<file path="src/rtl/ftag_pkg.sv">
package ftag_pkg;

    typedef enum logic [1:0] {
        TAG_VALID   = 2'b00,
        TAG_ZERO    = 2'b01,
        TAG_SPECIAL = 2'b10,
        TAG_EMPTY   = 2'b11
    } tag_e;

    typedef enum logic [1:0] {
        ST_IDLE = 2'd0,
        ST_SCAN = 2'd1,
        ST_HOLD = 2'd2
    } ctrl_st_e;

endpackage

</file>
<file path="src/rtl/ftag_classify.sv">
module ftag_classify
    import ftag_pkg::*;
#(
    parameter int EXP_W  = 15,
    parameter int MANT_W = 64,
    localparam int VAL_W = 1 + EXP_W + MANT_W
) (
    input  logic [VAL_W-1:0] value,
    input  logic             live,
    output tag_e             tag
);

    logic [EXP_W-1:0]  expo;
    logic              int_bit;
    logic [MANT_W-2:0] frac;
    logic              sign_unused;
    logic              exp_min;
    logic              exp_max;

    assign expo        = value[MANT_W +: EXP_W];
    assign int_bit     = value[MANT_W-1];
    assign frac        = value[MANT_W-2:0];
    assign sign_unused = value[VAL_W-1];
    assign exp_min     = (expo == '0);
    assign exp_max     = (expo == '1);

    always_comb begin
        if (!live) begin
            tag = TAG_EMPTY;
        end else if (exp_min) begin
            tag = (!int_bit && frac == '0) ? TAG_ZERO : TAG_SPECIAL;
        end else if (exp_max) begin
            tag = TAG_SPECIAL;
        end else begin
            tag = int_bit ? TAG_VALID : TAG_SPECIAL;
        end
    end

endmodule

</file>
<file path="src/rtl/ftag_ctrl.sv">
module ftag_ctrl
    import ftag_pkg::*;
#(
    parameter int NUM_REGS = 8,
    localparam int IDX_W   = $clog2(NUM_REGS)
) (
    input  logic             clk,
    input  logic             rst,
    input  logic             start,
    output logic             busy,
    output logic             accept,
    output logic             done,
    output logic [IDX_W-1:0] idx
);

    localparam logic [IDX_W-1:0] LAST = IDX_W'(NUM_REGS - 1);

    ctrl_st_e st_q, st_d;

    // state register
    always_ff @(posedge clk) begin
        if (rst) st_q <= ST_IDLE;
        else     st_q <= st_d;
    end

    // next state
    always_comb begin
        st_d = st_q;
        unique case (st_q)
            ST_IDLE: if (start)       st_d = ST_SCAN;
            ST_SCAN: if (idx == LAST) st_d = ST_HOLD;
            ST_HOLD: if (start)       st_d = ST_SCAN;
            default:                  st_d = ST_IDLE;
        endcase
    end

    assign busy   = (st_q == ST_SCAN);
    assign accept = start && !busy;

    // outputs: register index and completion flag
    always_ff @(posedge clk) begin
        if (rst) begin
            idx  <= '0;
            done <= 1'b0;
        end else if (accept) begin
            idx  <= '0;
            done <= 1'b0;
        end else if (busy) begin
            if (idx == LAST) begin
                idx  <= '0;
                done <= 1'b1;
            end else begin
                idx <= idx + 1'b1;
            end
        end
    end

    assert_done_on_last_R7: assert property (@(posedge clk) disable iff (rst)
        (busy && idx == LAST) |=> (done && !busy));

    assert_start_ignored_R8: assert property (@(posedge clk) disable iff (rst)
        (busy && idx != LAST) |=> (busy && idx == $past(idx) + 1'b1));

    assert_start_restarts_R9: assert property (@(posedge clk) disable iff (rst)
        (start && !busy) |=> (busy && !done && idx == '0));

    assert_reset_idle_R10: assert property (@(posedge clk)
        rst |=> (!busy && !done));

endmodule

</file>
<file path="src/rtl/ftag_rebuild.sv">
module ftag_rebuild
    import ftag_pkg::*;
#(
    parameter int NUM_REGS = 8,
    parameter int EXP_W    = 15,
    parameter int MANT_W   = 64,
    localparam int REG_W   = 1 + EXP_W + MANT_W,
    localparam int TAG_W   = 2,
    localparam int WORD_W  = TAG_W * NUM_REGS
) (
    input  logic              clk,
    input  logic              rst,
    input  logic              start,
    input  logic [NUM_REGS-1:0] occ_bits,
    input  logic [REG_W-1:0]  fp_regs [NUM_REGS],
    output logic [WORD_W-1:0] tag_word,
    output logic              busy,
    output logic              done
);

    localparam int IDX_W = $clog2(NUM_REGS);

    logic             accept;
    logic [IDX_W-1:0] idx;
    tag_e             cur_tag;

    ftag_ctrl #(.NUM_REGS(NUM_REGS)) u_ctrl (
        .clk    (clk),
        .rst    (rst),
        .start  (start),
        .busy   (busy),
        .accept (accept),
        .done   (done),
        .idx    (idx)
    );

    ftag_classify #(.EXP_W(EXP_W), .MANT_W(MANT_W)) u_class (
        .value (fp_regs[idx]),
        .live  (occ_bits[idx]),
        .tag   (cur_tag)
    );

    // one field register per register-file entry
    for (genvar g = 0; g < NUM_REGS; g++) begin : g_field
        always_ff @(posedge clk) begin
            if (rst || accept) begin
                tag_word[g*TAG_W +: TAG_W] <= '0;
            end else if (busy && idx == IDX_W'(g)) begin
                tag_word[g*TAG_W +: TAG_W] <= cur_tag;
            end
        end
    end

    assert_empty_field_R1: assert property (@(posedge clk) disable iff (rst)
        (busy && !occ_bits[idx]) |=> (tag_word[TAG_W*$past(idx) +: TAG_W] == TAG_EMPTY));

    assert_word_hold_R9: assert property (@(posedge clk) disable iff (rst)
        (!busy && !start) |=> $stable(tag_word));

    assert_reset_clear_R10: assert property (@(posedge clk)
        rst |=> (tag_word == '0));

endmodule

</file>
<file path="config.mk">
export PLATFORM = sky130hd
export DESIGN_NAME = ftag_rebuild
export DESIGN_NICKNAME = d
export VERILOG_FILES = /design/src/rtl/ftag_pkg.sv /design/src/rtl/ftag_classify.sv /design/src/rtl/ftag_ctrl.sv /design/src/rtl/ftag_rebuild.sv
export SDC_FILE = /design/constraint.sdc
export NUM_CORES = 1
export LEC_CHECK = 0
export BUFFER_PORTS_ARGS = -buffer_cell sky130_fd_sc_hd__buf_2
export CELL_PAD_IN_SITES_DETAIL_PLACEMENT = 0
export CELL_PAD_IN_SITES_GLOBAL_PLACEMENT = 2
export CORE_AREA = 2 2 263 265
export CTS_CLUSTER_DIAMETER = 80
export DETAILED_ROUTE_END_ITERATION = 10
export DIE_AREA = 0 0 265 267
export PLACE_DENSITY = 0.59
export SYNTH_ARGS = -nofsm -noshare
export SYNTH_HDL_FRONTEND = slang
export SYNTH_SLANG_ARGS = --single-unit
</file>
<file path="constraint.sdc">
create_clock -name clk -period 3.66 [get_ports clk]
set_input_delay 0.366 -clock clk [delete_from_list [all_inputs] [get_ports clk]]
set_output_delay 0.366 -clock clk [all_outputs]
set_load 0.02 [all_outputs]
</file>
==> reports/metrics.csv <==
metric;value;unit
cp-start-kind;flip-flop;
dpl.cell_count;1967;
status;completed;
yosysTopAreaCell;nor4_1;
cts-root-buf;clkbuf_16;
critPathTopFamily;simple AND/OR/NAND/NOR gates;
fp.dieH;267;um
cts_sinks;22;
final_cell_mix;buf_2 (660), nor4_1 (104), nand2_1 (44);
finalHoldViolations;0;
cp-endpoint;tag_word[4]$_SDFFE_PP0P_;
gr-total-overflow;0;
synth_edf_count;0;
clockBufferDepth;2;
startpoint;u_ctrl.idx[0]$_SDFFE_PP0P_;
maxSlewHeadroom;0.501;
cp_data_required_time;3.82;ns
ys_warn_count;0;
regToRegSetupSlack;0.39;ns
ir_worst_vdd;0.112;mV
synth_top_cell_area_share;0.186;
critical_path.max_stage_delay;0.56;ns
synth_top_family_by_area;simple AND/OR/NAND/NOR gates;
syn_area;3520;sq um
synth_xor_area_frac;0;
cts_tree;built;
clock_skew;0.00452;ns
coreArea;68000;sq um
multi_input_area;2900;sq um
setup_viol;0;
synth_flop_cell;dfxtp_1;
syn_area_per_cell;8.41;sq um
fin_util;0.120;
synth_adder_area_share;0.0213;
fillers;8000;
final_layout_size_suffix_gt1_frac;0.663;
drv_cap;0;
hp-class;in2reg;
htree_levels;1;
ant_nets;0;
viasPerCell;3.36;
synth-seq-area-share;0.125;
cts_buffers;3;
gp_congestion;0.952;
setup_slack;0.392;ns
io_pins;669;
tightestPinTransition;0.749;ns
synth-compound-area-share;0.102;
endpoint_kind;flip-flop;
rr_endpoint;tag_word[4]$_SDFFE_PP0P_;
post_drt_wl_per_cell;18.8;um
r2r_cells;9;
cp_cell_sequence;buf_12, mux4_1, mux2i_1, nand4_1, or4_4, nor4_4, o2111ai_1, and2_1, a311oi_1;
powerDensity;140;nW/um^2
worstPathArrival;3.43;ns
area_growth;131;%
drt-total-wl;37.3;mm
dpl_worst_slack;-0.156;ns
min_period;3.27;ns
cp.depth;9;
period_share;0.893;
vias;6669;
drcViolationCount;0;
cts_hold_buffers;0;
finish.instance_area;8150;sq um
insertion_delay;0.25;ns
initial_core_util;0.0518;
port_buffers;660;
drt-pass1-iter-count;4;
synthMuxAreaShare;0.278;
rows;96;
dieWidth;265;um
drt_iter0_markers;173;
layout_commonest_cell;buf_2;
ys_top_cells_by_area;nor4_1 (19%), mux4_2 (13%), dfxtp_1 (12%);
leakagePower;3.76;nW
regArea;448;sq um
maxSlewViolCount;0;
path_clk_slew;0.06;ns
critPathBufInv;1;
rsz0062_at_grt;false;
synth.ff_latch_count;22;
dp.final_hpwl;33.7;mm
yosys.area_share.simple;0.419;
grt_pass1_vias;7159;
critical-path-slowest-cell;mux4_1;
timing.rr.start;u_ctrl.idx[0]$_SDFFE_PP0P_;
synthCells;419;
layout.cells.non_filler;1983;
nNetsFinal;1750;
async_flop_share;0;
grt_usage;0.0969;
worstPathMaxFanout;11;
place_area;7990;sq um
ys_types;45;
clock.fmax;306;MHz
grt_pass1_wl;48.9;mm
critPathKind;reg2reg;
die-area;70800;sq um
antenna_found_initial;12;
grt_max_degree;20;
synth_fp_nets;1076;
==> area by class of cell <==
type,instances,area share
multi-input combinational,371,0.356
clock buffer,4,0.0109
sequential,22,0.0550
inverter,6,0.00276
antenna,9,0.00276
tap,882,0.135
timing repair buffer,689,0.437
==> worst reg2reg max path, delay by kind of cell, from the launching register on <==
family	cells	cell delay [ns]
AO/OA/AOI/OAI	2	0.49
multiplexers	2	0.83
buffers and inverters	1	0.17
flip-flops	1	0.44
AND/OR/NAND/NOR	4	1.25
==> state kept, by name, indices dropped and copies added (netlist names) <==
| register | count |
|---|---|
| tag_word | 16 |
| u_ctrl.idx | 3 |
| u_ctrl.st_q | 2 |
| u_ctrl.done | 1 |
==> worst min-delay path by stage <==
stage | slack, ns | startpoint | end | depth (start not counted)
4_1_cts | 0.32 | rst | u_ctrl.st_q[1]$_SDFFE_PP0P_ | 2
5_1_grt | 0.33 | rst | u_ctrl.st_q[0]$_SDFFE_PP0P_ | 2
3_3_place_gp | 0.44 | u_ctrl.st_q[1]$_SDFFE_PP0P_ | u_ctrl.st_q[1]$_SDFFE_PP0P_ | 2
6_report | 0.32 | rst | u_ctrl.st_q[1]$_SDFFE_PP0P_ | 2
2_1_floorplan | 0.43 | u_ctrl.st_q[1]$_SDFFE_PP0P_ | u_ctrl.st_q[1]$_SDFFE_PP0P_ | 2
3_5_place_dp | 0.44 | u_ctrl.st_q[1]$_SDFFE_PP0P_ | u_ctrl.st_q[1]$_SDFFE_PP0P_ | 2
==> through the flow <==
stage               setup TNS, ns  power [mW]  hold slack, ns
floorplan                       0       0.447           0.425
finish                          0        1.14           0.324
detailed placement          -1.45       0.901           0.444
CTS                             0        1.16           0.315
global route                    0        1.22           0.332
global placement          -0.0941       0.898           0.439
==> kinds of logic after synthesis <==
logic type | count (synthesis)
adder cells (fa/ha/maj) | 6
multiplexers | 50
AO/OA/AOI/OAI | 54
AND/OR/NAND/NOR | 261
flip-flops | 22
buffers and inverters | 26
==> cells in the mapped netlist, types with 3 or more instances <==
cell,n
a21oi_1,16
a31oi_1,3
and3_1,3
buf_2,4
buf_6,4
clkbuf_1,3
clkbuf_8,4
dfxtp_1,22
ha_1,6
inv_1,5
mux2i_1,16
mux4_1,14
mux4_2,20
nand2_1,44
nand3_1,17
nand4_1,27
nor2_1,33
nor3_1,7
nor4_1,105
nor4b_1,15
o21ai_0,9
o22ai_1,8
or4_1,5
==> power by group <==
part	internal, mW	switching (mW)
clock network	0.167	0.0887
logic	0.359	0.280
registers	0.244	0.00612
==> metal layers <==
metal / routed length (um) / GRT usage / vias up
li1: - / - / 3160
met1: 13900 / 0.103 / 3095
met2: 19800 / 0.190 / 376
met3: 2480 / 0.0195 / 36
met4: 1090 / 0.0293 / 2
met5: 13 / 0 / -
==> repair_timing <==
item | 4_1_cts | 5_1_grt
resized for setup | 1 | 2
endpoints found under the setup margin | 16 | 16
hold endpoints to repair | 0 | 0
setup buffers | 0 | 3
Note: power is estimated with default switching activity, not from simulation.
